## src/rtl/ptmr_pkg.sv

```systemverilog
package ptmr_pkg;

  typedef enum logic [1:0] {
    REG_CTRL   = 2'd0,
    REG_COUNT  = 2'd1,
    REG_TARGET = 2'd2,
    REG_NONE   = 2'd3
  } reg_sel_e;

  localparam int CTRL_W     = 16;
  localparam int PHASE_W    = 8;
  localparam int B_TGT_EN   = 4;
  localparam int B_OVF_EN   = 5;
  localparam int B_REPEAT   = 6;
  localparam int B_TOGGLE   = 7;
  localparam int B_FLAG     = 10;
  localparam int B_DIV_LO   = 13;

  // last phase value before an increment, per divider code
  function automatic logic [PHASE_W-1:0] phase_last(input logic [1:0] sel);
    case (sel)
      2'b00:   phase_last = PHASE_W'(0);
      2'b01:   phase_last = PHASE_W'(7);
      2'b10:   phase_last = PHASE_W'(15);
      default: phase_last = PHASE_W'(255);
    endcase
  endfunction

  // gate codes that would hold the counter under a gate: park instead
  function automatic logic parks(input logic [2:0] gate_code);
    parks = (gate_code == 3'b001) || (gate_code == 3'b111);
  endfunction

endpackage

```

## src/rtl/ptmr_prescaler.sv

```systemverilog
module ptmr_prescaler
  import ptmr_pkg::*;
(
  input  logic       clk,
  input  logic       rst_n,
  input  logic       clr,
  input  logic       run,
  input  logic [1:0] div_sel,
  output logic       tick
);

  logic [PHASE_W-1:0] phase_q;

  assign tick = run && (phase_q == phase_last(div_sel));

  always_ff @(posedge clk) begin
    if (!rst_n || clr) begin
      phase_q <= '0;
    end else if (run) begin
      phase_q <= tick ? '0 : phase_q + 1'b1;
    end
  end

endmodule

```

## src/rtl/ptmr_irq_flag.sv

```systemverilog
module ptmr_irq_flag #(
  parameter int PULSE_LEN = 4
) (
  input  logic clk,
  input  logic rst_n,
  input  logic ctrl_wr,
  input  logic tgt_wr,
  input  logic evt,
  input  logic repeat_en,
  input  logic toggle_en,
  output logic flag,
  output logic fired
);

  localparam int PC_W = $clog2(PULSE_LEN + 1);

  logic [PC_W-1:0] hold_q;

  always_ff @(posedge clk) begin
    if (!rst_n || ctrl_wr) begin
      flag   <= 1'b1;
      fired  <= 1'b0;
      hold_q <= '0;
    end else if (evt && !fired) begin
      if (!repeat_en) begin
        flag  <= 1'b0;
        fired <= 1'b1;
      end else if (toggle_en) begin
        flag <= ~flag;
      end else begin
        flag   <= 1'b0;
        hold_q <= PC_W'(PULSE_LEN - 1);
      end
    end else if (tgt_wr && !toggle_en) begin
      flag   <= 1'b1;
      hold_q <= '0;
    end else if (!flag && repeat_en && !toggle_en) begin
      if (hold_q == '0) flag <= 1'b1;
      else              hold_q <= hold_q - 1'b1;
    end
  end

endmodule

```

## src/rtl/presc_timer.sv

```systemverilog
module presc_timer
  import ptmr_pkg::*;
#(
  parameter int DATA_W    = 32,
  parameter int PULSE_LEN = 4
) (
  input  logic              clk,
  input  logic              rst_n,
  input  logic              wr_en,
  input  logic [1:0]        wr_addr,
  input  logic [DATA_W-1:0] wr_data,
  input  logic [1:0]        rd_addr,
  output logic [DATA_W-1:0] rd_data,
  output logic              irq
);

  localparam logic [DATA_W-1:0] ALL_ONES = '1;

  logic [CTRL_W-1:0] ctrl_q;
  logic [DATA_W-1:0] count_q;
  logic [DATA_W-1:0] target_q;
  logic              held_q;

  logic ctrl_wr, cnt_wr, tgt_wr;
  logic stopped, tick, inc, wrap, hit, evt, flag, fired;
  logic repeat_en, toggle_en;
  logic [DATA_W-1:0] count_nx;

  assign ctrl_wr   = wr_en && (reg_sel_e'(wr_addr) == REG_CTRL);
  assign cnt_wr    = wr_en && (reg_sel_e'(wr_addr) == REG_COUNT);
  assign tgt_wr    = wr_en && (reg_sel_e'(wr_addr) == REG_TARGET);
  assign stopped   = parks(ctrl_q[2:0]);
  assign repeat_en = ctrl_q[B_REPEAT];
  assign toggle_en = ctrl_q[B_TOGGLE];

  ptmr_prescaler u_pre (
    .clk     (clk),
    .rst_n   (rst_n),
    .clr     (ctrl_wr),
    .run     (!stopped),
    .div_sel (ctrl_q[B_DIV_LO+1:B_DIV_LO]),
    .tick    (tick)
  );

  // named events for the checker
  assign inc      = tick && !cnt_wr && !ctrl_wr;
  assign count_nx = count_q + 1'b1;
  assign wrap     = inc && (count_q == ALL_ONES);
  assign hit      = inc && (!held_q || wrap) && (count_nx == target_q);
  assign evt      = (hit && ctrl_q[B_TGT_EN]) || (wrap && ctrl_q[B_OVF_EN]);

  always_ff @(posedge clk) begin
    if (!rst_n) begin
      ctrl_q   <= '0;
      count_q  <= '0;
      target_q <= '0;
      held_q   <= 1'b0;
    end else begin
      if (ctrl_wr) begin
        ctrl_q         <= wr_data[CTRL_W-1:0];
        ctrl_q[B_FLAG] <= 1'b0;
        count_q        <= '0;
      end else if (cnt_wr) begin
        count_q <= wr_data;
      end else if (inc) begin
        count_q <= count_nx;
      end

      if (tgt_wr) target_q <= wr_data;

      if (ctrl_wr)     held_q <= 1'b0;
      else if (tgt_wr) held_q <= (wr_data <= count_q);
      else if (wrap)   held_q <= 1'b0;
    end
  end

  ptmr_irq_flag #(.PULSE_LEN(PULSE_LEN)) u_flag (
    .clk       (clk),
    .rst_n     (rst_n),
    .ctrl_wr   (ctrl_wr),
    .tgt_wr    (tgt_wr),
    .evt       (evt),
    .repeat_en (repeat_en),
    .toggle_en (toggle_en),
    .flag      (flag),
    .fired     (fired)
  );

  assign irq = ~flag;

  always_comb begin
    logic [CTRL_W-1:0] ctrl_view;
    ctrl_view         = ctrl_q;
    ctrl_view[B_FLAG] = flag;
    case (reg_sel_e'(rd_addr))
      REG_CTRL:   rd_data = DATA_W'(ctrl_view);
      REG_COUNT:  rd_data = count_q;
      REG_TARGET: rd_data = target_q;
      default:    rd_data = '0;
    endcase
  end

endmodule

```

## config.mk

```make
export PLATFORM = sky130hd
export DESIGN_NAME = presc_timer
export DESIGN_NICKNAME = d
export VERILOG_FILES = /design/src/rtl/ptmr_pkg.sv /design/src/rtl/ptmr_prescaler.sv /design/src/rtl/ptmr_irq_flag.sv /design/src/rtl/presc_timer.sv
export SDC_FILE = /design/constraint.sdc
export NUM_CORES = 1
export LEC_CHECK = 0
export BUFFER_PORTS_ARGS = -buffer_cell sky130_fd_sc_hd__buf_2
export CAP_MARGIN = 20
export CORE_UTILIZATION = 50
export DETAILED_ROUTE_END_ITERATION = 16
export PLACE_DENSITY = 0.73
export SLEW_MARGIN = 20
export SYNTH_ARGS = -nofsm -noshare
export SYNTH_HDL_FRONTEND = slang
export SYNTH_HIERARCHICAL = 1
export SYNTH_SLANG_ARGS = --single-unit
```

## constraint.sdc

```tcl
create_clock -name clk -period 4.02 [get_ports clk]
set_clock_uncertainty 0.2 [all_clocks]
set_input_delay 0.603 -clock clk [delete_from_list [all_inputs] [get_ports clk]]
set_output_delay 0.603 -clock clk [all_outputs]
set_load 0.01 [all_outputs]
```

==> Yosys cells after proc, flatten, opt, wreduce, memory -nomap -nowiden <==
Cells that the tools add are included.
Widths: inputs -> output; s select.
{ "totals": {"wordCells": 87, "out_inout_bits": 33, "n_memories": 0, "latchBits": 0, "mem_bits_ro": 0, "ff_bits": 93, "mem_bits_rw": 0} }
{ "op_classes": {"muxes": 19, "div": 0, "n_shift": 0, "n_mul": 0, "bitwise_logic": 3, "order_cmp": 1, "n_eq_ne": 14, "add_sub_neg": 3, "n_reduce_logical": 39} }
{ "op_table": {"columns": ["cell", "n"], "rows": [
  ["$pmux 32 s3", 1],
  ["$mux 32", 2],
  ["$add 32x1->32 const B", 1],
  ["$eq 32x32->1", 1],
  ["$eq 32x32->1 const B", 1],
  ["$le 32x32->1", 1],
  ["$pmux 8 s3", 1],
  ["$mux 3", 6],
  ["$logic_and 1x1->1", 15],
  ["$add 8x1->8 const B", 1],
  ["$eq 8x8->1", 1],
  ["$logic_not 1->1", 8],
  ["$mux 1", 8],
  ["$mux 8", 1],
  ["$eq 2x1->1 const B", 3],
  ["$eq 2x2->1 const B", 3],
  ["$logic_not 2->1", 3],
  ["$reduce_bool 3->1", 2],
  ["$logic_or 1x1->1", 4],
  ["$ne 2x2->1 const B", 2],
  ["$reduce_and 2->1", 2],
  ["$reduce_and 4->1", 1],
  ["$reduce_bool 2->1", 2],
  ["$eq 3x1->1 const B", 1],
  ["6 further kinds", 8]
]} }

==> Logic depth before layout (Yosys ltp) <==
Gate-level depths: netlist of run 1.
{ "depth": {"ltp_word": 15, "depth_mapped": 15, "ltp_nobuf": 14} }

==> Cells and area by module <==
The synthesis of run 1 kept the hierarchy.
{ "by_module_without_submodules": {"columns": ["mod", "seq_area_each_um2", "cells_each", "area_per_inst_um2", "instances"], "rows": [
  ["presc_timer", 1601.5, 786, 5870.6, 1],
  ["ptmr_prescaler", 160.2, 50, 442.9, 1],
  ["ptmr_irq_flag", 100.1, 33, 310.3, 1]
]} }

==> Least setup slack after synthesis of run 1 <==
OpenSTA, ideal clock, no wires.
{ "synth_path": {"kind": "register -> register", "start": "register count_q[0]", "end": "register u_flag.hold_q[2]", "n_path_buf": 2, "setup_ns": 0.121, "synth_period_minus_slack_ns": 3.947, "t_arrival_ns": 3.626, "path_slack_ns": 0.073, "required_ns": 3.699, "stages_incl_launch_ff": 15, "cell_sequence": "dfxtp_1 ha_1 buf_2 inv_1 or4_4 buf_6 mux2_4 o22ai_2 nand4_1 or3_1 or4_1 a2bb2oi_2 nand2b_1 a211oi_4 mux2_4"} }
{ "synth_via": {"elab_chain_cells": 10} }
{ "synth_lines": {"columns": ["item", "line", "text"], "rows": [
  ["start, declared", "presc_timer.sv:20", "logic [DATA_W-1:0] count_q;"],
  ["start signal, assigned", "presc_timer.sv:64", "count_q <= wr_data;"],
  ["start signal, assigned", "presc_timer.sv:66", "count_q <= count_nx;"],
  ["branches (longest 6 deep; another with $add 32x1->32)", null, null],
  ["$logic_or 1x1->1 *", "presc_timer.sv:50", "assign evt = (hit && ctrl_q[B_TGT_EN]) || (wrap && ctrl_q[B_OVF_EN]);"],
  ["net evt", "presc_timer.sv:25", "logic stopped, tick, inc, wrap, hit, evt, flag, fired;"],
  ["$logic_and 1x1->1 *", "ptmr_irq_flag.sv:24", "end else if (evt && !fired) begin"],
  ["$ne 3x1->1 (no line) (tied with other cells)", null, null],
  ["$reduce_and 4->1 (no line)", null, null],
  ["end signal, assigned", "ptmr_irq_flag.sv:32", "hold_q <= PC_W'(PULSE_LEN - 1);"],
  ["end signal, assigned", "ptmr_irq_flag.sv:39", "else hold_q <= hold_q - 1'b1;"],
  ["end, declared", "ptmr_irq_flag.sv:17", "logic [PC_W-1:0] hold_q;"]
]} }
Mark *: on every way through the listed nets, which the timed path passes.
A chain may end at the register's enable or synchronous reset.

==> Worst setup path in the final report of run 1 <==
{ "layout_path": {"start": "register u_pre.phase_q[0]", "end": "register u_flag.hold_q[2]"} }
{ "layout_via": {"elab_chain_cells": 13} }
{ "layout_lines": {"columns": ["item", "line", "text"], "rows": [
  ["start, declared", "ptmr_prescaler.sv:12", "logic [PHASE_W-1:0] phase_q;"],
  ["start signal, assigned", "ptmr_prescaler.sv:20", "phase_q <= tick ? '0 : phase_q + 1'b1;"],
  ["$eq 8x8->1 *", "ptmr_prescaler.sv:14", "assign tick = run && (phase_q == phase_last(div_sel));"],
  ["$logic_and 1x1->1 *", "ptmr_prescaler.sv:14", null],
  ["net tick", "presc_timer.sv:25", null],
  ["$logic_and 1x1->1 * (2 in series)", "presc_timer.sv:46", "assign inc = tick && !cnt_wr && !ctrl_wr;"],
  ["$logic_and 1x1->1", "presc_timer.sv:48", "assign wrap = inc && (count_q == ALL_ONES);"],
  ["$logic_or 1x1->1", "presc_timer.sv:49", "assign hit = inc && (!held_q || wrap) && (count_nx == target_q);"],
  ["$logic_and 1x1->1 (2 in series)", "presc_timer.sv:49", null],
  ["$logic_and 1x1->1", "presc_timer.sv:50", null],
  ["$logic_or 1x1->1 *", "presc_timer.sv:50", null],
  ["net evt", "presc_timer.sv:25", null],
  ["$logic_and 1x1->1 *", "ptmr_irq_flag.sv:24", null],
  ["$ne 3x1->1 (no line) (tied with other cells)", null, null],
  ["$reduce_and 4->1 (no line)", null, null]
]} }
Mark *: on every way through the listed nets, which the timed path passes. The rest lies on a longest branch.

==> results of run 1 <==
routing by layer:
metal	global-route usage [%]	part of all wire [%]	up-vias
met2	44.46	42	326
met5	0	0	-
met3	4.274	7.6	52
li1	-	-	3221
met4	13.92	3.2	0
met1	43.83	47	3084
cells in the mapped netlist (3+ instances only):
master,instances
sky130_fd_sc_hd__xnor2_1,42
sky130_fd_sc_hd__nor2_1,43
sky130_fd_sc_hd__and3_1,9
sky130_fd_sc_hd__nand2b_1,5
sky130_fd_sc_hd__nor2b_1,7
sky130_fd_sc_hd__dfxtp_1,93
sky130_fd_sc_hd__nand4_1,23
sky130_fd_sc_hd__nor3_1,22
sky130_fd_sc_hd__inv_1,43
sky130_fd_sc_hd__a22oi_1,6
sky130_fd_sc_hd__nand2_1,154
sky130_fd_sc_hd__a32oi_1,12
sky130_fd_sc_hd__buf_6,4
sky130_fd_sc_hd__ha_1,36
sky130_fd_sc_hd__a31oi_1,3
sky130_fd_sc_hd__a22o_1,16
sky130_fd_sc_hd__and2_1,5
sky130_fd_sc_hd__mux2i_1,16
sky130_fd_sc_hd__buf_2,12
sky130_fd_sc_hd__a221oi_1,8
sky130_fd_sc_hd__or3_1,4
sky130_fd_sc_hd__and4_1,6
sky130_fd_sc_hd__nand3_1,15
sky130_fd_sc_hd__a21o_1,15
sky130_fd_sc_hd__clkbuf_1,45
sky130_fd_sc_hd__o21ai_0,51
sky130_fd_sc_hd__a21boi_0,47
sky130_fd_sc_hd__xor2_1,16
sky130_fd_sc_hd__a21oi_1,47
sky130_fd_sc_hd__nor4_1,14
how the worst min path moves through the flow:
stage	from	endpoint	slack (ns)
floorplan	ctrl_q[11]	ctrl_q[11]	0.24
global placement	ctrl_q[15]	ctrl_q[15]	0.25
detailed placement	ctrl_q[9]	ctrl_q[9]	0.26
CTS	ctrl_q[9]	ctrl_q[9]	0.27
global route	ctrl_q[11]	ctrl_q[11]	0.31
finish	ctrl_q[9]	ctrl_q[9]	0.26
final cells by class:
class / instances / area (um^2)
fill: 1194 / 5076
timing repair buffer: 129 / 790.8
clock buffer: 10 / 239.0
tap: 172 / 215.2
clock inverter: 6 / 62.56
sequential: 93 / 1862
multi-input combinational: 667 / 4363
inverter: 44 / 165.2
registers in the layout (all words and copies together) (netlist names):
signal	flops
held_q	1
target_q	32
u_flag/hold_q	3
ctrl_q	15
u_flag/fired	1
u_pre/phase_q	8
count_q	32
u_flag/flag	1
per-stage QoR:
stage	instances	utilization (%)	hold WS, ns	cell area (um^2)	total power (uW)
2_1_floorplan	869	-	0.2428	6624	1298
3_3_place_gp	1105	57.46	0.2506	7340	1460
3_5_place_dp	1105	57.46	0.2572	7340	1464
4_1_cts	1121	59.87	0.2661	7647	2337
5_1_grt	1121	60.26	0.3111	7697	2440
6_report	1121	60.26	0.2629	7697	2348
where the power goes:
part | switching [uW] | leakage (uW) | internal, uW
logic | 295 | 0.00209 | 184
registers | 31.8 | 0.000755 | 951
clock network | 389 | 0.000140 | 497
worst max-delay path: stages, from the launching register on:
cell	delay, ns
sky130_fd_sc_hd__dfxtp_1	0.31
sky130_fd_sc_hd__or3_1	0.36
sky130_fd_sc_hd__o31a_1	0.29
sky130_fd_sc_hd__nor3_4	0.15
sky130_fd_sc_hd__o21ai_2	0.09
sky130_fd_sc_hd__nor4_2	0.27
sky130_fd_sc_hd__nand4_1	0.19
sky130_fd_sc_hd__nor4b_4	0.33
sky130_fd_sc_hd__nand4_1	0.19
sky130_fd_sc_hd__or4_4	0.57
sky130_fd_sc_hd__a2bb2oi_4	0.15
sky130_fd_sc_hd__nand2b_1	0.12
sky130_fd_sc_hd__a211oi_4	0.25
sky130_fd_sc_hd__mux2_4	0.32
kinds of logic after synthesis:
group / share of synthesized area (%)
AOI/OAI and AO/OA: 23.88
xor gates and xnor gates: 7.669
adders and majority gates: 6.951
buffers and inverters: 7.027
DFF: 28.11
muxes: 2.871
and+or+nand+nor: 23.50
repair_timing:
item,CTS,global route
endpoints found under the hold margin,0,0
pin swaps,1,4
gates resized for setup,1,7
setup endpoints to repair,3,4
==> results.md, run 1 <==
Run status:
- The run finished with clean final reports.

Global route:
- The global-route congestion overflow total is 0.
- Global routing used 30.31% of the available tracks.
- The maximum number of pins on one net before global-route repair is 39.
- The first global-routing pass estimated 31690 um of wire.
- The number of antenna violations at the first check in global routing is 0.
- The via count of the first global-routing pass is approximately 6000.

Clocking:
- The clock buffer count from CTS is 9.
- The total of hold buffers inserted after clock tree synthesis is 0.
- The clock latency on the worst-skew pair is about 0.36 ns.
- The clock input transition at the sequential cells of the worst setup and hold paths is 0.07 ns.
- The post-CTS setup buffer count is 0.
- No sink is reached through more buffers than the 2 on the longest clock path.
- TritonCTS built the clock tree.
- The total number of clock tree sinks is 93.
- The number of H-tree levels is 3.
- In this run the clock root is driven by a sky130_fd_sc_hd__clkbuf_16.

Logic synthesis:
- The synthesized net count is 944.
- The flop and latch count out of synthesis is between 90 and 100.
- Sequential elements use between 20% and 30% of the synthesized area.
- Dividing the synthesized area by the synthesized cell count gives about 7.6 um^2.
- The number of enable-type register cells in the synthesized netlist is 0.
- The biggest area consumer among synthesized cells is sky130_fd_sc_hd__dfxtp_1.
- In this run the cell area of the synthesized design comes to 6624 um^2.
- Yosys attributes the largest share of cell area to sky130_fd_sc_hd__dfxtp_1 (28%), sky130_fd_sc_hd__nand2_1 (8.7%), sky130_fd_sc_hd__ha_1 (6.8%).
- Counting flops with an async set or reset pin after synthesis yields a share of 0%.
- The number of distinct library cell variants in the gate-level netlist after synthesis is 69.
- In this run the biggest area consumer among cell types represents 28.11% of the synthesized area.
- In the synthesized netlist, the number of instances is slightly below 900.
- The most used flip-flop cell after synthesis is sky130_fd_sc_hd__dfxtp_1.
- For this run, the number of Yosys warnings is 6.

Layout:
- Cells with a size suffix above 1 make up 17.39% of the layout.
- The net count of the finished layout is 1019.
- The library cell used most frequently in the layout, excluding fill and tap cells, is sky130_fd_sc_hd__nand2_1.
- In the layout the commonest cells are sky130_fd_sc_hd__nand2_1 (154), sky130_fd_sc_hd__dfxtp_1 (93), sky130_fd_sc_hd__buf_2 (71).
- The area overhead of the layout relative to synthesis is 16.21%.
- The number of antenna repair diodes is 0.

Detailed routing:
- For this block, the initial DRC count from the detailed router was 693.
- The pre-antenna-repair detailed-routing pass consisted of 7 iterations.
- The overall routed net length is 19710 um.
- For this run, design rule violations remaining after detail routing come to 0.
- The final route contains 6683 vias.
- The remaining number of nets flagged by the antenna check after routing is 0.
- Dividing the detail-routed wire length by the instance count gives approximately 18 um.
- The ratio of routed vias to standard cells is a little under 6.

STA:
- Setup repair after global routing left no endpoint under its margin.
- The worst path uses 96.86% of the clock period.
- The final hold violation count is 0.
- The measured slew at the worst slew-check pin is approximately 1.1 ns.
- For this run, the top clock speed supported by timing is 0.2568 GHz.
- The max-slew violation count was 0.
- In this run the tightest slew margin relative to its limit is about a quarter.
- Setup total negative slack on the finished layout was measured at 0 ns.
- Setup violations remaining at the end of the flow were counted as 0.
- The shortest clock period the worst path allows after layout is 3.894 ns.
- The worst path meets setup with 0.1264 ns of slack.

Power and ir drop:
- The static power due to leakage is 0.002982 uW.
- The power per cell area is 305.0 nW/um^2.
- The maximum resistive drop on vdd is 185.3 uV.

Worst setup path:
- The data arrival time of the worst path is 3.94 ns.
- The start-to-end type of the worst setup path is reg -> reg.
- The setup check on the worst reg-to-reg path leaves a slack of around 0.13 ns.
- The destination of the critical timing path is u_flag/hold_q[2].
- The worst setup path is launched from a flip-flop.
- The largest driver fanout on the critical path is 2.
- The endpoint class of the critical path is a flip-flop.
- Data on the critical path is required at its endpoint by 4.07 ns.
- The startpoint identified for the worst register-to-register timing path is u_pre/phase_q[0].
- Measured in cells, the most critical reg-to-reg path has a length of 13.
- The most critical setup path has its startpoint at u_pre/phase_q[0].
- In this run the critical register-to-register path is captured at u_flag/hold_q[2].

Place:
- The global placer's final weighted congestion is 0.9848.
- The count of buffers added on input and output ports is 71.
- Before CTS, the worst setup slack after placement is -0.1390 ns.
- After legalization and detailed placement, the total HPWL measured 14500 um.

Job:
- The number of violations of the max-capacitance limit is 0.

Floorplan:
- The width of the chip is 117.1 um.
- The initialized floorplan defines 41 standard-cell rows.
- The floorplan step defined a die boundary enclosing ~14000 um^2.
- The die is 117.1 um tall.
- The area of the core is 12770 um^2.
- The number of I/O pins is about 70.
- The initial utilization of the core area, before any placement, comes to roughly half.

Hold path:
- The number of cells on the worst hold path is 2.
- In this run the worst hold path is classified as reg -> reg.
No activity file was read; power rests on OpenSTA's default activity.
==> run 2, diff against run 1 <==
CTS_CLUSTER_SIZE = 24   (was not set)
PLACE_DENSITY = 0.71   (was 0.73)
clock period = 4.08 ns   (was 4.02 ns; I/O delays follow)
==> run 2 against run 1 <==
  * Routed wire length is 2.4% higher
  * Power is 2.4% lower
  * Highest routed layer unchanged
  * Fmax is 2.0% lower
  * Largest power group unchanged
==> results.md, run 2 (synthesis results as in run 1) <==
Run status:
- Result of the run: finished clean (unchanged).

Place:
- The worst slack after detailed placement came to 0.05668 ns (was -0.1390 ns).
- The cell area reported after detailed placement came to 7287 um^2 (was 7340 um^2).
- The count of input and output buffers is 71 (unchanged).
- The global placer's final weighted congestion is 1.007 (was 0.9848).
- The half-perimeter wire length after placement is 14450 um (was 14500 um).

STA:
- The shortest clock period the worst path allows after layout is 3.972 ns (was 3.894 ns).
- The final hold slack is 0.2641 ns (was 0.2629 ns).
- The final hold violation count is 0 (unchanged).
- The post-route clock period utilization is 97.36% (was 96.86%).
- The max-slew violation count is 0 (unchanged).
- The measured slew at the worst slew-check pin is 1.104 ns (was 1.145 ns).
- The headroom to the max-slew limit was 26.12% (was 23.38%).
- The final setup violation count is 0 (unchanged).
- The aggregate negative setup slack is 0 ns (unchanged).
- The upper clock frequency limit is 0.2518 GHz (was 0.2568 GHz).
- The worst path setup slack after routing is 0.1078 ns (was 0.1264 ns).

Power and ir drop:
- The portion of total power attributed to the clock network is 37.0% (was 37.8%).
- The switching share of total power was 30.59% (was 30.50%).
- The static power due to leakage is 0.002956 uW (was 0.002982 uW).
- The internal power is 1590 uW (was 1632 uW).
- The maximum resistive drop on vdd is 165.1 uV (was 185.3 uV).
- The post-route total power came to 2291 uW (was 2348 uW).
- The sequential cell fraction of total power came to 42.3% (was 41.9%).
- The power per cell area came to 299.7 nW/um^2 (was 305.0 nW/um^2).
- The net load switching power is 700.9 uW (was 716.0 uW).
- The combinational fraction of design power was 20.7% (was 20.4%).

Layout:
- The number of antenna repair diodes was 0 (unchanged).
- Commonest cells after routing, fill and taps aside: sky130_fd_sc_hd__nand2_1 (154), sky130_fd_sc_hd__dfxtp_1 (92), sky130_fd_sc_hd__buf_2 (71) (was sky130_fd_sc_hd__nand2_1 (154), sky130_fd_sc_hd__dfxtp_1 (93), sky130_fd_sc_hd__buf_2 (71)).
- The fill cell total of the finished layout is 1192 (was 1194).
- The fraction of layout instances using a drive strength above 1 is 17.02% (was 17.39%).
- The leading cell type in the layout, fill and taps excluded is sky130_fd_sc_hd__nand2_1 (unchanged).
- The net count of the finished layout is 1016 (was 1019).
- The area overhead of the layout relative to synthesis is 15.39% (was 16.21%).
- Largest registers: count_q: 32 flops, target_q: 32 flops, ctrl_q: 15 flops (unchanged).
- The final design area excluding fillers is 7644 um^2 (was 7697 um^2).

Worst setup path:
- The worst reg-to-reg setup slack is 0.11 ns (was 0.13 ns).
- The start-to-end type of the worst setup path is reg -> reg (unchanged).
- The endpoint required time on the critical path was 4.13 ns (was 4.07 ns).
- The cell type with the highest occurrence count on the critical path is sky130_fd_sc_hd__nand4_1 (unchanged).
- The data arrival time of the worst path is 4.02 ns (was 3.94 ns).
- The cell with the largest stage delay on the worst path is sky130_fd_sc_hd__or4_1 (was sky130_fd_sc_hd__or4_4).
- The number of cell instances on the worst register-to-register path is 13 (unchanged).
- CP cell instances: or3_1, o31a_1, nor3_4, o21ai_2, nor4_2, nand4_1, nor4b_2, nand4_1, or4_1, a2bb2oi_2, nand2b_1, a211oi_4, mux2_4 (was or3_1, o31a_1, nor3_4, o21ai_2, nor4_2, nand4_1, nor4b_4, nand4_1, or4_4, a2bb2oi_4, nand2b_1, a211oi_4, mux2_4).
- The largest incremental delay on the critical path is 0.55 ns (was 0.57 ns).
- The sort of element at the start of the critical path is a flip-flop (unchanged).
- The endpoint class of the critical path is a flip-flop (unchanged).
- The largest driver fanout on the critical path is 4 (was 2).

Hold path:
- The path category of the worst min-delay check was reg -> reg (unchanged).
- The number of cells on the worst hold path is 2 (unchanged).

Global route:
- The number of antenna violations at the first check in global routing is 0 (unchanged).
- The via count of the first global-routing pass is 6005 (was 6006).
- The maximum number of pins on one net before global-route repair is 51 (was 39).
- The global-route wire length before repair was 31860 um (was 31690 um).
- The global-route congestion overflow total is 0 (unchanged).
- The aggregate global-route resource usage is 30.71% (was 30.31%).

Clocking:
- The clock root buffer was sky130_fd_sc_hd__clkbuf_16 (unchanged).
- The buffer depth of the longest clock path is 2 (unchanged).
- The clock latency on the worst-skew pair is 0.36 ns (about the same).
- The clock tree from TritonCTS is yes (unchanged).
- The clock buffer count from CTS is 9 (unchanged).
- The number of H-tree levels is 3 (unchanged).
- The total number of clock tree sinks is 93 (unchanged).
- The clock input transition at the sequential cells of the worst setup and hold paths is 0.07 ns (about the same).

Detailed routing:
- The total vias in the final route is 6648 (was 6683).
- The detailed-route DRC error count is 0 (unchanged).
- The number of optimization iterations in the first detailed-route pass is 5 (was 7).
- The ratio of routed vias to standard cells is 5.946 (was 5.962).
- The overall routed net length is 20180 um (was 19710 um).
- The number of violations reported at the end of detailed-routing iteration 0 is 571 (was 693).
- The final routed wire length divided by cell count is 18.05 um (was 17.58 um).
- The remaining number of nets flagged by the antenna check after routing is 0 (unchanged).

Floorplan:
- The number of I/O pins is 72 (unchanged).
- The area of the core came to 12770 um^2 (unchanged).
- The die boundary height is 117.1 um (unchanged).
- The site row count is 41 (unchanged).
- The area of the die is 13710 um^2 (unchanged).
- The width of the chip is 117.1 um (unchanged).
- The initial standard-cell utilization of the core came to 51.86% (unchanged).

Job:
- The number of violations of the max-capacitance limit is 0 (unchanged).
run 2: layout make-up:
type                       instances  area (um^2)  area share, %
tap                              172        215.2          2.816
inverter                          44        165.2          2.161
clock buffer                      10        229.0          2.996
timing repair buffer             126        768.2          10.05
clock inverter                     6        63.81         0.8348
sequential                        93         1863          24.37
multi-input combinational        667         4339          56.77
run 2: critical path, delay by kind of cell (launching register included):
family / cells / cell delay [ns]
mux: 1 / 0.31
simple gates: 8 / 2.15
flops: 1 / 0.30
compound gates: 4 / 0.89
run 2: routing by layer:
| metal | GRT usage, % | vias up | wire [um] |
|---|---|---|---|
| li1 | - | 3219 | - |
| met1 | 44.79 | 3101 | 9761 |
| met2 | 44.81 | 288 | 8412 |
| met3 | 5.098 | 40 | 1492 |
| met4 | 12.07 | 0 | 511 |
| met5 | 0 | - | 0 |
run 2: final timing paths:
kind | end | startpoint
hold reg to reg | ctrl_q[11] | ctrl_q[11]
setup reg to reg | u_flag/hold_q[2] | u_pre/phase_q[0]
setup / recovery | u_flag/hold_q[2] | u_pre/phase_q[0]
hold / removal | ctrl_q[11] | ctrl_q[11]
run 2: what timing repair did:
item,in CTS,in global routing
endpoints found under the hold margin,0,0
setup buffers,0,4
hold buffers,0,0
gates resized for setup,0,6
endpoints found under the setup margin,0,1
run 2: power groups by stage:
stage	logic (uW)	registers [uW]	clock network, uW
after floorplan	300	979	0
after global placement	454	987	0
after detailed placement	457	988	0
after CTS	461	967	855
after global routing	521	971	900
final	474	968	849
run 2: per-stage QoR:
step,util [%],std cells
after floorplan,-,869
after global routing,59.84,1118
after detailed placement,57.05,1098
final,59.84,1118
after CTS,59.34,1114
after global placement,57.05,1098
